<file path="config.mk">
export PLATFORM = sky130hd
export DESIGN_NAME = done_poller
export DESIGN_NICKNAME = d
export VERILOG_FILES = /design/src/rtl/done_poller_pkg.sv /design/src/rtl/poll_dpath.sv /design/src/rtl/poll_ctrl.sv /design/src/rtl/done_poller.sv
export SDC_FILE = /design/constraint.sdc
export NUM_CORES = 1
export LEC_CHECK = 0
export ABC_AREA = 1
export CELL_PAD_IN_SITES_DETAIL_PLACEMENT = 0
export CELL_PAD_IN_SITES_GLOBAL_PLACEMENT = 1
export CORE_ASPECT_RATIO = 0.7
export CORE_MARGIN = 1.5
export CORE_UTILIZATION = 32
export CTS_CLUSTER_SIZE = 25
export DETAILED_ROUTE_END_ITERATION = 10
export PLACE_DENSITY_LB_ADDON = 0.1
export SLEW_MARGIN = 15
export SYNTH_ARGS = -nofsm -noshare
export SYNTH_HDL_FRONTEND = slang
export SYNTH_SLANG_ARGS = --single-unit
</file>
<file path="constraint.sdc">
create_clock -name clk -period 2.4 [get_ports clk]
set_clock_uncertainty 0.05 [all_clocks]
set_input_delay 0.72 -clock clk [delete_from_list [all_inputs] [get_ports clk]]
set_output_delay 0.72 -clock clk [all_outputs]
set_load 0.005 [all_outputs]
</file>
<file path="src/rtl/done_poller_pkg.sv">
package done_poller_pkg;

  // Strobes from the sequencer to the datapath
  typedef struct packed {
    logic load;      // accept start: latch request, clear count
    logic capture;   // read acknowledged: latch status, count it
    logic shiftPrev; // judging a read: keep its bit 6 for next time
  } dpStrobe_t;

  typedef enum logic [1:0] {
    ST_IDLE = 2'd0,
    ST_REQ  = 2'd1,
    ST_EVAL = 2'd2
  } pollState_t;

  localparam int BIT_DONE    = 7;
  localparam int BIT_TOGGLE  = 6;
  localparam int BIT_TIMEOUT = 5;

endpackage

</file>
<file path="src/rtl/poll_dpath.sv">
module poll_dpath
  import done_poller_pkg::*;
#(
  parameter int ADDR_W    = 20,
  parameter int CNT_W     = 16,
  parameter int MAX_READS = 64
) (
  input  logic              clk,
  input  logic              rstN,
  input  dpStrobe_t         strobe,
  input  logic [ADDR_W-1:0] pollAddr,
  input  logic [7:0]        expData,
  input  logic [7:0]        rdData,
  output logic [ADDR_W-1:0] rdAddr,
  output logic [CNT_W-1:0]  readCount,
  output logic              bit7Match,
  output logic              bit6Moved,
  output logic              timeoutSeen,
  output logic              capHit
);

  localparam logic [CNT_W-1:0] CAP_VAL = CNT_W'(MAX_READS);

  logic [ADDR_W-1:0] addrQ;
  logic              expBit7Q;
  logic [7:0]        dataQ;
  logic              prevBit6Q;
  logic [CNT_W-1:0]  countQ;

  always_ff @(posedge clk) begin
    if (!rstN) begin
      addrQ     <= '0;
      expBit7Q  <= 1'b0;
      dataQ     <= '0;
      prevBit6Q <= 1'b0;
      countQ    <= '0;
    end else begin
      if (strobe.load) begin
        addrQ    <= pollAddr;
        expBit7Q <= expData[BIT_DONE];
        countQ   <= '0;
      end
      if (strobe.capture) begin
        dataQ  <= rdData;
        countQ <= countQ + 1'b1;
      end
      if (strobe.shiftPrev) begin
        prevBit6Q <= dataQ[BIT_TOGGLE];
      end
    end
  end

  assign rdAddr      = addrQ;
  assign readCount   = countQ;
  assign bit7Match   = (dataQ[BIT_DONE] == expBit7Q);
  assign bit6Moved   = (dataQ[BIT_TOGGLE] != prevBit6Q);
  assign timeoutSeen = dataQ[BIT_TIMEOUT];

  generate
    if (MAX_READS == 0) begin : g_noCap
      assign capHit = 1'b0;
    end else begin : g_cap
      assign capHit = (countQ >= CAP_VAL);
    end
  endgenerate

endmodule

</file>
<file path="src/rtl/poll_ctrl.sv">
module poll_ctrl
  import done_poller_pkg::*;
(
  input  logic      clk,
  input  logic      rstN,
  input  logic      startStrb,
  input  logic      useToggle,
  input  logic      rdAck,
  input  logic      bit7Match,
  input  logic      bit6Moved,
  input  logic      timeoutSeen,
  input  logic      capHit,
  output logic      rdReq,
  output logic      passPulse,
  output logic      failPulse,
  output dpStrobe_t strobe
);

  pollState_t state;
  logic toggleModeQ;
  logic primeQ;
  logic recheckQ;
  logic passQ;
  logic failQ;

  logic judged;
  logic passNow;
  logic failNow;
  logic armRecheck;

  always_comb begin
    judged     = !(toggleModeQ && primeQ);
    passNow    = judged && (toggleModeQ ? !bit6Moved : bit7Match);
    failNow    = !passNow && ((judged && recheckQ) || capHit);
    armRecheck = judged && !passNow && timeoutSeen;
  end

  always_comb begin
    strobe.load      = (state == ST_IDLE) && startStrb;
    strobe.capture   = (state == ST_REQ) && rdAck;
    strobe.shiftPrev = (state == ST_EVAL);
  end

  always_ff @(posedge clk) begin
    if (!rstN) begin
      state       <= ST_IDLE;
      toggleModeQ <= 1'b0;
      primeQ      <= 1'b0;
      recheckQ    <= 1'b0;
      passQ       <= 1'b0;
      failQ       <= 1'b0;
    end else begin
      passQ <= (state == ST_EVAL) && passNow;
      failQ <= (state == ST_EVAL) && failNow;
      unique case (state)
        ST_IDLE: begin
          if (startStrb) begin
            toggleModeQ <= useToggle;
            primeQ      <= 1'b1;
            recheckQ    <= 1'b0;
            state       <= ST_REQ;
          end
        end
        ST_REQ: begin
          if (rdAck) state <= ST_EVAL;
        end
        ST_EVAL: begin
          primeQ <= 1'b0;
          if (armRecheck) recheckQ <= 1'b1;
          state <= (passNow || failNow) ? ST_IDLE : ST_REQ;
        end
        default: state <= ST_IDLE;
      endcase
    end
  end

  assign rdReq     = (state == ST_REQ);
  assign passPulse = passQ;
  assign failPulse = failQ;

endmodule

</file>
<file path="src/rtl/done_poller.sv">
module done_poller
  import done_poller_pkg::*;
#(
  parameter int ADDR_W    = 20,
  parameter int CNT_W     = 16,
  parameter int MAX_READS = 64
) (
  input  logic              clk,
  input  logic              rstN,
  input  logic              startStrb,
  input  logic              useToggle,
  input  logic [ADDR_W-1:0] pollAddr,
  input  logic [7:0]        expData,
  output logic              rdReq,
  output logic [ADDR_W-1:0] rdAddr,
  input  logic              rdAck,
  input  logic [7:0]        rdData,
  output logic              passPulse,
  output logic              failPulse,
  output logic [CNT_W-1:0]  readCount
);

  dpStrobe_t strobe;
  logic bit7Match;
  logic bit6Moved;
  logic timeoutSeen;
  logic capHit;

  poll_ctrl u_ctrl (
    .clk        (clk),
    .rstN       (rstN),
    .startStrb  (startStrb),
    .useToggle  (useToggle),
    .rdAck      (rdAck),
    .bit7Match  (bit7Match),
    .bit6Moved  (bit6Moved),
    .timeoutSeen(timeoutSeen),
    .capHit     (capHit),
    .rdReq      (rdReq),
    .passPulse  (passPulse),
    .failPulse  (failPulse),
    .strobe     (strobe)
  );

  poll_dpath #(
    .ADDR_W   (ADDR_W),
    .CNT_W    (CNT_W),
    .MAX_READS(MAX_READS)
  ) u_dpath (
    .clk        (clk),
    .rstN       (rstN),
    .strobe     (strobe),
    .pollAddr   (pollAddr),
    .expData    (expData),
    .rdData     (rdData),
    .rdAddr     (rdAddr),
    .readCount  (readCount),
    .bit7Match  (bit7Match),
    .bit6Moved  (bit6Moved),
    .timeoutSeen(timeoutSeen),
    .capHit     (capHit)
  );

endmodule

</file>
==> impl_metrics.ini <==
[timing]
tightest_slew_ns = 0.373
drv_slew = 0
fmax_mhz = 474
fin_ws_ns = 0.292
hold_violations = 0
relSlewSlack = 0.752
period_share = 0.878
period_minus_slack_ns = 2.11
rsz0062_at_grt = false
fin_tns_setup_ns = 0
setup_violations = 0

[setup_path]
crit_end = readCount[7]
rrSetupSlack_ns = 0.84
reg2reg_from = u_dpath.readCount[0]$_SDFFE_PN0P_
cp-end-kind = output port
path_class = reg2out
slowest_delay_ns = 0.57
crit_path_start_kind = register
critPathTopFamily = buffers and inverters
startpoint = u_dpath.readCount[7]$_SDFFE_PN0P_
crit_chain = clkdlybuf4s50_1
cpMaxStageDelayCell = clkdlybuf4s50_1
required_ns = 1.63
crit_fanout = 6
cp.arrival_ns = 1.34
r2r_cells = 6
r2r-end = u_dpath.readCount[14]$_SDFFE_PN0P_
critical_path_depth = 1
path_buf_inv = 1

[logic_synthesis]
synth.area.top_cells = dfxtp_1 46%, nor2_1 11%, nand2_1 8.2%, o21ai_0 7.8%, inv_1 4.8%
synth-edff-count = 0
synth.most_common_cell = nor2_1
yosysTopAreaCellShare = 0.456
yosysWarnings = 0
ys_top_cells_by_count = 64 x nor2_1, 48 x dfxtp_1, 46 x nand2_1, 33 x o21ai_0, 27 x inv_1
ys_ff_latch = 48
yosysSeqAreaShare = 0.456
ys.flop_type = dfxtp_1
syn_nets = 338
yosysTopAreaCell = dfxtp_1
synth_cells = 295
synth_area_um2 = 2110
synthDistinctLibCells = 25
syn_avg_cell_area_um2 = 7.14
async_flop_share = 0

[hold_path]
min-delay-start = u_ctrl.primeQ$_SDFFE_PN0P_
holdCritPathClass = reg2reg

[global_routing]
antenna_found_initial = 0
grt_pass1_wl_um = 8910
grt_max_degree = 40
grt_pass1_vias = 1840
track_usage = 0.158
grt_overflow = 0

[placement]
gp_congestion = 0.784
port_buffers = 67
dpl.hpwl_um = 3950
placed_area_um2 = 2890
place_ws_ns = 0.266

[pwr]
ir_drop_mv = 0.208
p_leak_nw = 1.13
pwr_density_cell_nw_per_um2 = 559

[clock_tree]
cts.sinks = 48
cts_setup_buffers = 0
post_cts_resized = 0
cts_tree = yes
clk_pin_slew_ns = 0.08
root_buffer = clkbuf_8
ctsHoldBuffers = 0
cts_buffers = 5
insertion_delay_ns = 0.29
h-tree-depth = 2
clock_path_buffers = 2

[floorplan]
core-area_um2 = 6310
start_util = 0.334
io_pins = 80
fp-row-count = 24
die_width_um = 100
die_y_um = 70.9
die_area_um2 = 7090

[cells_and_area]
drive_gt1_frac = 0.0792
fillers = 661
n_antenna_cell = 0
nets = 410
syn2layout_area_growth_pct = 42.0
final_design_area_no_fill_um2 = 2990

[detailed_routing]
routedWlPerCell_um = 12.5
routed_wl_um = 5560
drt_iter0_markers = 59
drc = 0
vias_per_cell = 4.64
dr_total_vias = 2059
drtAntennaViolNets = 0
firstDrtPassIters = 5

[outcome]
status = complete, no violations

[run]
maxCapViolCount = 0
metrics by stage:
stage | std cells | util | total power, W | hold WS [ns]
global route | 444 | 0.475 | 0.00176 | 0.450
global placement | 438 | 0.459 | 0.00114 | 0.405
detailed placement | 438 | 0.459 | 0.00114 | 0.404
finish | 444 | 0.475 | 0.00167 | 0.418
floorplan | 295 | - | 0.000992 | 0.391
CTS | 444 | 0.475 | 0.00170 | 0.418
per-layer routing:
metal  routed length [um]  global-route usage
met1                 3020               0.235
met2                 2200               0.231
met3                  318              0.0385
met4                   23              0.0329
met5                    0                   0
cells in the final DEF (no fill, tap or decap), drive strengths merged:
cell type,n
o31ai,1
clkbuf,5
nand2,49
clkinv,1
nor3,6
nand4,5
buf,10
a22oi,1
dfxtp,48
a21oi,17
a211oi,1
o22ai,1
nor2,69
bufinv,1
o21ai,34
clkdlybuf4s50,67
ha,2
inv,28
nand3,20
state kept, by name, summed over array words and instances (netlist names):
| name | count |
|---|---|
| u_dpath.dataQ | 3 |
| u_dpath.rdAddr | 20 |
| u_ctrl.state | 2 |
| u_dpath.readCount | 16 |
| u_ctrl.primeQ | 1 |
| u_dpath.prevBit6Q | 1 |
| u_dpath.expBit7Q | 1 |
| u_ctrl.failPulse | 1 |
| u_ctrl.recheckQ | 1 |
| u_ctrl.passPulse | 1 |
| u_ctrl.toggleModeQ | 1 |
final cells by class:
type	count	area (um2)	share of cell area
Tap cell	78	97.6	0.0326
Multi-Input combinational cell	206	968	0.324
Timing Repair Buffer	77	758	0.253
Sequential cell	48	961	0.321
Clock inverter	1	30.0	0.0100
Clock buffer	5	68.8	0.0230
Inverter	29	109	0.0364
kinds of logic (layout without fill, tap and decap cells):
group / Yosys count / after routing / share of synthesized area
AOI/OAI and AO/OA: 55 / 55 / 0.135
DFF: 48 / 48 / 0.456
and+or+nand+nor: 149 / 149 / 0.313
buffers and inverters: 41 / 112 / 0.0843
adders and majority gates: 2 / 2 / 0.0119
report_power, final:
part           switching (W)  leakage [nW]  internal (W)
combinational       0.000116         0.686      0.000143
sequential         0.0000216         0.393      0.000838
clock               0.000256        0.0501      0.000299
how the worst min path moves through the flow:
stage	to	slack, ns	cells past startpoint
2_1_floorplan	u_ctrl.primeQ$_SDFFE_PN0P_	0.39	2
6_report	u_ctrl.primeQ$_SDFFE_PN0P_	0.42	2
4_1_cts	u_ctrl.primeQ$_SDFFE_PN0P_	0.42	2
3_3_place_gp	u_ctrl.primeQ$_SDFFE_PN0P_	0.40	2
5_1_grt	u_ctrl.recheckQ$_SDFFE_PN0P_	0.45	2
3_5_place_dp	u_ctrl.primeQ$_SDFFE_PN0P_	0.40	2
(Power assumes the default switching activity.)
